$ cat src/rtl/regbank_pkg.sv
package regbank_pkg;
  localparam int DW = 16;
  localparam int AW = 4;
  localparam int LAF_WORDS = 4;
  localparam int PA_WORDS = 3;
  localparam int RING_W = 8;
  localparam logic [AW-1:0] IDX_STAT = 4'd0;
  localparam logic [AW-1:0] IDX_RING = 4'd1;
  localparam logic [AW-1:0] IDX_LAF0 = 4'd2;
  localparam logic [AW-1:0] IDX_PA0  = 4'd6;
  localparam int STAT_JAB_BIT  = 0;
  localparam int STAT_MASK_BIT = 1;
endpackage

$ cat src/rtl/rb_wordfile.sv
module rb_wordfile #(
  parameter int DW = 16,
  parameter int AW = 4,
  parameter int N = 4,
  parameter logic [AW-1:0] BASE = '0
) (
  input  logic            clk,
  input  logic            rst_ni,
  input  logic            stop_i,
  input  logic            sw_we,
  input  logic [AW-1:0]   sw_addr,
  input  logic [DW-1:0]   sw_wdata,
  input  logic            in_we,
  input  logic [AW-1:0]   in_addr,
  input  logic [DW-1:0]   in_wdata,
  output logic [N*DW-1:0] words_o
);
  for (genvar i = 0; i < N; i++) begin : g_word
    localparam logic [AW-1:0] MY_IDX = BASE + AW'(i);
    logic [DW-1:0] word_q, word_d;
    logic          word_en;

    always_comb begin
      word_en = 1'b0;
      word_d  = word_q;
      if (in_we && in_addr == MY_IDX) begin
        word_en = 1'b1;
        word_d  = in_wdata;
      end else if (sw_we && stop_i && sw_addr == MY_IDX) begin
        word_en = 1'b1;
        word_d  = sw_wdata;
      end
    end

    always_ff @(posedge clk or negedge rst_ni) begin
      if (!rst_ni)      word_q <= '0;
      else if (word_en) word_q <= word_d;
    end

    assign words_o[i*DW +: DW] = word_q;
  end
endmodule

$ cat src/rtl/rb_jabber.sv
module rb_jabber (
  input  logic clk,
  input  logic rst_ni,
  input  logic stop_i,
  input  logic pulse_i,
  input  logic stat_wr_i,
  input  logic clr_bit_i,
  input  logic mask_bit_i,
  output logic status_o,
  output logic mask_o,
  output logic irq_o
);
  logic status_q, status_d;
  logic mask_q, mask_d;

  always_comb begin
    status_d = status_q;
    if (stop_i)                      status_d = 1'b0;
    else if (pulse_i)                status_d = 1'b1;
    else if (stat_wr_i && clr_bit_i) status_d = 1'b0;
  end

  always_comb begin
    mask_d = stat_wr_i ? mask_bit_i : mask_q;
  end

  always_ff @(posedge clk or negedge rst_ni) begin
    if (!rst_ni) begin
      status_q <= 1'b0;
      mask_q   <= 1'b1;
    end else begin
      status_q <= status_d;
      mask_q   <= mask_d;
    end
  end

  assign status_o = status_q;
  assign mask_o   = mask_q;
  assign irq_o    = status_q & ~mask_q;
endmodule

$ cat src/rtl/rb_serial.sv
module rb_serial #(
  parameter int W = 48
) (
  input  logic         clk,
  input  logic         rst_ni,
  input  logic         ld_i,
  input  logic         sh_i,
  input  logic [W-1:0] par_i,
  output logic         bit_o
);
  logic [W-1:0] sr_q, sr_d;
  logic         sr_en;

  always_comb begin
    sr_en = ld_i | sh_i;
    if (ld_i) sr_d = par_i;
    else      sr_d = {1'b0, sr_q[W-1:1]};
  end

  always_ff @(posedge clk or negedge rst_ni) begin
    if (!rst_ni)    sr_q <= '0;
    else if (sr_en) sr_q <= sr_d;
  end

  assign bit_o = sr_q[0];
endmodule

$ cat src/rtl/ctl_regbank.sv
module ctl_regbank
  import regbank_pkg::*;
(
  input  logic          clk,
  input  logic          rst_n,
  input  logic          stop_i,
  input  logic [AW-1:0] reg_addr,
  input  logic          reg_we,
  input  logic [DW-1:0] reg_wdata,
  output logic [DW-1:0] reg_rdata,
  input  logic          init_we,
  input  logic [AW-1:0] init_addr,
  input  logic [DW-1:0] init_wdata,
  input  logic          jab_pulse,
  output logic          irq,
  input  logic          pa_load,
  input  logic          pa_shift,
  output logic          pa_bit
);
  localparam int LAF_BITS = LAF_WORDS * DW;
  localparam int PA_BITS  = PA_WORDS * DW;

  logic [1:0] rst_pipe_q;
  logic       rst_s;

  always_ff @(posedge clk or negedge rst_n) begin
    if (!rst_n) rst_pipe_q <= 2'b00;
    else        rst_pipe_q <= {rst_pipe_q[0], 1'b1};
  end
  assign rst_s = rst_pipe_q[1];

  logic [LAF_BITS-1:0] laf_words;
  logic [PA_BITS-1:0]  pa_words;
  logic [RING_W-1:0]   ring_q, ring_d;
  logic                ring_en;
  logic                jab_q, mask_q;
  logic                stat_wr;

  rb_wordfile #(.DW(DW), .AW(AW), .N(LAF_WORDS), .BASE(IDX_LAF0)) u_laf (
    .clk(clk), .rst_ni(rst_s), .stop_i(stop_i),
    .sw_we(reg_we), .sw_addr(reg_addr), .sw_wdata(reg_wdata),
    .in_we(init_we), .in_addr(init_addr), .in_wdata(init_wdata),
    .words_o(laf_words)
  );

  rb_wordfile #(.DW(DW), .AW(AW), .N(PA_WORDS), .BASE(IDX_PA0)) u_pa (
    .clk(clk), .rst_ni(rst_s), .stop_i(stop_i),
    .sw_we(reg_we), .sw_addr(reg_addr), .sw_wdata(reg_wdata),
    .in_we(init_we), .in_addr(init_addr), .in_wdata(init_wdata),
    .words_o(pa_words)
  );

  always_comb begin
    ring_en = init_we && (init_addr == IDX_RING);
    ring_d  = init_wdata[DW-1 -: RING_W];
  end

  always_ff @(posedge clk or negedge rst_s) begin
    if (!rst_s)       ring_q <= '0;
    else if (ring_en) ring_q <= ring_d;
  end

  assign stat_wr = reg_we && (reg_addr == IDX_STAT);

  rb_jabber u_jab (
    .clk(clk), .rst_ni(rst_s), .stop_i(stop_i), .pulse_i(jab_pulse),
    .stat_wr_i(stat_wr), .clr_bit_i(reg_wdata[STAT_JAB_BIT]),
    .mask_bit_i(reg_wdata[STAT_MASK_BIT]),
    .status_o(jab_q), .mask_o(mask_q), .irq_o(irq)
  );

  rb_serial #(.W(PA_BITS)) u_ser (
    .clk(clk), .rst_ni(rst_s), .ld_i(pa_load), .sh_i(pa_shift),
    .par_i(pa_words), .bit_o(pa_bit)
  );

  always_comb begin
    reg_rdata = '0;
    if (reg_addr == IDX_STAT) begin
      reg_rdata[STAT_JAB_BIT]  = jab_q;
      reg_rdata[STAT_MASK_BIT] = mask_q;
    end else if (stop_i) begin
      if (reg_addr == IDX_RING) reg_rdata = {ring_q, {(DW-RING_W){1'b0}}};
      for (int i = 0; i < LAF_WORDS; i++)
        if (reg_addr == IDX_LAF0 + AW'(i)) reg_rdata = laf_words[i*DW +: DW];
      for (int i = 0; i < PA_WORDS; i++)
        if (reg_addr == IDX_PA0 + AW'(i)) reg_rdata = pa_words[i*DW +: DW];
    end
  end
endmodule

$ cat config.mk
export PLATFORM = sky130hd
export DESIGN_NAME = ctl_regbank
export DESIGN_NICKNAME = d
export VERILOG_FILES = /design/src/rtl/regbank_pkg.sv /design/src/rtl/rb_wordfile.sv /design/src/rtl/rb_jabber.sv /design/src/rtl/rb_serial.sv /design/src/rtl/ctl_regbank.sv
export SDC_FILE = /design/constraint.sdc
export NUM_CORES = 1
export LEC_CHECK = 0
export ABC_AREA = 1
export BUFFER_PORTS_ARGS = -buffer_cell sky130_fd_sc_hd__buf_2
export CORE_MARGIN = 4
export CORE_UTILIZATION = 61
export CTS_CLUSTER_DIAMETER = 120
export CTS_CLUSTER_SIZE = 30
export DETAILED_ROUTE_END_ITERATION = 12
export HOLD_SLACK_MARGIN = 0.02
export PLACE_DENSITY = 0.92
export SKIP_LAST_GASP = 1
export SLEW_MARGIN = 30
export SYNTH_ARGS = -nofsm -noshare
export SYNTH_HDL_FRONTEND = slang
export SYNTH_SLANG_ARGS = --single-unit
$ cat constraint.sdc
create_clock -name clk -period 6.25 [get_ports clk]
set_input_delay 1.5625 -clock clk [delete_from_list [all_inputs] [get_ports clk]]
set_output_delay 1.5625 -clock clk [all_outputs]
set_load 0.1 [all_outputs]
# After elaboration in Yosys (flattened, before gate mapping)
# Index checks and enable logic that the tools add are counted.
[totals]
word_cells = 108
output_inout_bits = 18
input_bits = 48
register_bits = 172
[classes]
eq_ne = 16
bitwise_logic = 3
muxes = 43
n_reduce_logical = 34
[ops]
columns = ["op", "count"]
rows = [
  ["16-bit two-way mux", 23],
  ["48-bit two-way mux", 1],
  ["4-bit by 3-bit == test with 1-bit output (second input constant)", 8],
  ["1-bit logical AND", 18],
  ["1-bit two-way mux", 17],
  ["4-bit by 2-bit == test with 1-bit output (second input constant)", 4],
  ["14-bit two-way mux", 1],
  ["2-bit AND reduction", 7],
  ["2-bit nonzero test", 7],
  ["4-bit by 1-bit == test with 1-bit output (second input constant)", 2],
  ["4-bit == test (second input constant)", 2],
  ["4-bit zero test", 1],
  ["3-bit nonzero test", 1],
  ["2-bit two-way mux", 1],
  ["1-bit bitwise AND", 1],
  ["1-bit NOT", 1],
  ["1-bit bitwise OR", 1],
]

# Longest topological paths before layout
[depth]
ltp_word = 11
mapped_depth = 10
ltp_nobuf = 10

# Cells and area by module
# Synthesis repeated with hierarchy kept, for this count alone.
[hier_totals]
hier_cells = 1446
hier_area_um2 = 10143.5
[by_module_without_submodules]
columns = ["module", "area_per_inst_um2", "cells_each", "seq_area_each_um2", "instances"]
rows = [
  ["rb_wordfile at u_laf", 3548.4, 482, 1601.5, 1],
  ["rb_wordfile at u_pa", 2677.6, 371, 1201.2, 1],
  ["rb_serial", 2148.3, 261, 1201.2, 1],
  ["ctl_regbank", 1674.1, 319, 250.2, 1],
  ["rb_jabber", 95.1, 13, 51.3, 1],
]

# Worst setup path after synthesis
# OpenSTA, ideal clock, no wires.
[synth_path]
kind = "input -> output"
from = "in reg_addr[2]"
to = "out reg_rdata[0]"
arrival_ps = 3105
n_path_buf = 1
required_time_ps = 4688
setup_slack_ps = 1582
stages = 8
path_cell_list = "nor2_2 clkbuf_1 nand3_1 nand3_1 nand2_1 nand4_1 nand2_1 nand2_1"
[synth_via]
elab_chain_len = 10
elab_cells_between_ends = 17
cone_classes = "eq/ne (7); mux (9); reduce/logical (1)"
[synth_rtl]
columns = ["item", "line_no", "rtl"]
rows = [
  ["start: declaration", "ctl_regbank.sv:7", "input logic [AW-1:0] reg_addr,"],
  ["4-bit by 2-bit == test with 1-bit output", "ctl_regbank.sv:85", "if (reg_addr == IDX_LAF0 + AW'(i)) reg_rdata = laf_words[i*DW +: DW];"],
  ["16-bit two-way mux (4 in series)", "ctl_regbank.sv:85", ""],
  ["16-bit two-way mux (3 in series)", "ctl_regbank.sv:87", "if (reg_addr == IDX_PA0 + AW'(i)) reg_rdata = pa_words[i*DW +: DW];"],
  ["16-bit two-way mux", "ctl_regbank.sv:82", "end else if (stop_i) begin"],
  ["2-bit two-way mux (*)", "ctl_regbank.sv:79", "if (reg_addr == IDX_STAT) begin"],
  ["end: declaration", "ctl_regbank.sv:10", "output logic [DW-1:0] reg_rdata,"],
]
# Mark *: on every way between the ends. The rest lies on a longest branch, timed or not.

# Worst setup path in the final report
[layout_path]
from = "in reg_addr[0]"
to = "out reg_rdata[1]"
# The elaborated chain is that of the path after synthesis.

==> results.yml <==
run_status:
  status: "finished, final reports clean"
sta:
  final.setup_skew_ns: 0.004933
  fin_tns_setup_ns: 0
  period_needed_ns: 5.255
  rsz0062_at_grt: "no"
  max_freq_mhz: 190.3
  min_period_over_period_pct: 84.09
  hold_violations: 0
  worst_pin_slew_ns: 1.005
  slew_viol_final: 0
  max_slew_margin_pct: 32.77
  setup_viol: 0
critical_path:
  start_kind: "primary input"
  critPathSlowestCell: "nand2_1"
  path_depth: 10
  slowest_delay_ns: 0.49
  setup.worst_path.end_class: "output port"
  arrival_ns: 3.69
  path_common_cell: "nand2_1"
  reg2reg_setup_slack_ns: 5.06
  ff2ff_path_depth: 1
  reg2reg_from: "rst_pipe_q[1]"
  cp.required_ns: 4.69
  crit_path_end: "reg_rdata[1]"
  critPathBufInv: 4
  path_delay_family: "buffers and inverters"
  crit_start: "reg_addr[0]"
  crit_type: "in -> out"
  r2r_end: "u_laf.g_word[0].word_q[13]"
  crit_chain: "buf_2, nand2_1, inv_1, nand2_1, o21ai_0, inv_1, nand4_1, nand2_1, nand2_1, buf_2"
  cp_max_fo: 15
layout:
  nets: 1246
  fin_cells: 1395
  diodes: 0
  drive_gt1_share_pct: 10.57
  fillers: 1140
  area_growth_pct: 10.53
synthesis:
  yosys_warnings: 0
  ys_seq_area_share_pct: 47.57
  postSynthCellCount: 1181
  syn_area_um2: 9050
  synthDistinctLibCells: 33
  ys_ff_latch: 172
  synth.net_count: 1229
  avgSynthCellArea_um2: 7.663
routing:
  drt_iter0_markers: 1505
  vias: 9027
  drt_first_pass_iters: 6
  routed_wl_mm: 27.36
  drtAntennaViolNets: 0
  drc: 0
  detail_route.wl_per_cell_um: 19.61
  avgViaCountPerCell: 6.471
clock_network:
  cts_made_buffers: 17
  hold_buffers: 0
  cts_buffer_depth: 2
  post_cts_buffers: 0
  cts_sinks: 172
  htree_levels: 4
  cts_tree: "done"
  clock_latency_ns: 0.44
  cts_resized: 0
  clock_tree.root_cell: "clkbuf_16"
  cts.reportedPaths.clkPinSlew_ns: 0.07
floorplan:
  die-area_um2: 16850
  die_x_um: 129.8
  io_pins: 66
  start_util_pct: 62.27
  die_h_um: 129.8
  fp.coreArea_um2: 14530
  placementRows: 44
grt:
  grt_pass1_wl_mm: 43.12
  antenna_found_initial: 0
  grt_max_degree: 84
  grt_usage_pct: 33.00
  grt_overflow: 0
  grt_pass1_vias: 8472
power_and_ir_drop:
  powerDensity_nw_per_um2: 334.6
  irDropWorstVdd_mv: 0.2194
  p_leak_nw: 4.840
place:
  place.gp.congestion: 0.9204
  dpl.cell_count: 1363
  post-dp-hpwl_mm: 17.73
  port_buffers: 65
job:
  drv_cap: 0
min_path:
  hp-class: "reg -> async"
==> flip-flops by register name (all words and copies together) (netlist names) <==
name,flops
u_ser.sr_q,48
u_jab.status_o,1
u_laf.g_word.word_q,64
u_jab.mask_o,1
u_pa.g_word.word_q,48
rst_pipe_q,2
ring_q,8
==> report_power, final <==
group,internal (mW),total (mW),switching (mW)
sequential,1.38,1.52,0.143
clock,0.730,1.18,0.451
combinational,0.203,0.642,0.439
==> logic make-up (layout without fill, tap and decap cells) <==
family | count (synthesis) | in the layout | synth area share, %
AND/OR/NAND/NOR | 445 | 445 | 21.13
other | 1 | 1 | 0.04144
buffers and inverters | 220 | 250 | 9.705
multiplexers | 1 | 1 | 0.1244
flip-flops | 172 | 172 | 47.57
AO/OA/AOI/OAI | 342 | 342 | 21.43
==> how the worst min path moves through the flow <==
stage                                           end
after floorplan                       rst_pipe_q[1]
after global placement                u_ser.sr_q[3]
after detailed placement              u_ser.sr_q[3]
after CTS                            u_ser.sr_q[35]
after global routing                  u_ser.sr_q[3]
final                     u_laf.g_word[3].word_q[3]
==> layer usage <==
metal / vias up / global-route usage, % / share of wire (%)
li1: 4015 / - / -
met1: 4196 / 42.97 / 37
met2: 696 / 52.11 / 47
met3: 120 / 7.122 / 11
met4: 0 / 17.54 / 5.3
met5: - / 0 / 0
==> Yosys cell counts (all sizes together) <==
master | number | area (um2)
o21a | 1 | 7.510
o22ai | 19 | 118.9
nor3 | 44 | 242.7
dfstp | 1 | 26.28
nand3 | 65 | 335.3
conb | 1 | 3.750
a311oi | 2 | 17.52
clkbuf | 46 | 176.4
o211ai | 2 | 15.01
a21oi | 24 | 120.1
a221oi | 39 | 341.6
o221ai | 9 | 78.83
nor2 | 132 | 500.5
a31oi | 4 | 25.02
o21ai | 242 | 1215
dfrtp | 171 | 4279
mux2 | 1 | 11.26
inv | 146 | 548.0
or2 | 2 | 12.51
nand2 | 182 | 695.7
buf | 28 | 153.9
nand4 | 20 | 125.1
==> area by class of cell <==
cell class                      count  area, um2  share of cell area, %
Clock buffer                       21      460.4                  4.603
Sequential cell                   172       4309                  43.08
Tap cell                          184      230.2                  2.301
Multi-Input combinational cell    789       3879                  38.77
Inverter                          146      548.0                  5.478
Clock inverter                     11      188.9                  1.889
Timing Repair Buffer               72      387.9                  3.877
==> layout by cell type (no fill, tap or decap), drive strengths merged <==
master / instances
o21ai: 242
nand2: 182
dfrtp: 171
inv: 147
nor2: 132
buf: 72
nand3: 65
nor3: 44
a221oi: 39
a21oi: 24
clkbuf: 21
nand4: 20
o22ai: 19
o221ai: 9
bufinv: 5
a31oi: 4
clkinv: 3
o211ai: 2
a311oi: 2
clkinvlp: 2
or2: 2
o21a: 1
mux2: 1
conb: 1
dfstp: 1
==> stage by stage <==
step	hold slack [ns]	power [mW]	util (%)	cell area [um2]	worst slack, ns
floorplan	0.3312	1.961	-	9050	1.104
global placement	0.1574	2.118	64.22	9334	1.123
detailed placement	0.1640	2.154	64.25	9338	1.105
CTS	0.1670	3.326	68.72	9987	1.088
global route	0.1820	3.482	68.83	10000	0.8106
finish	0.1643	3.347	68.83	10000	0.9945
No activity file was read; power rests on OpenSTA's default activity.
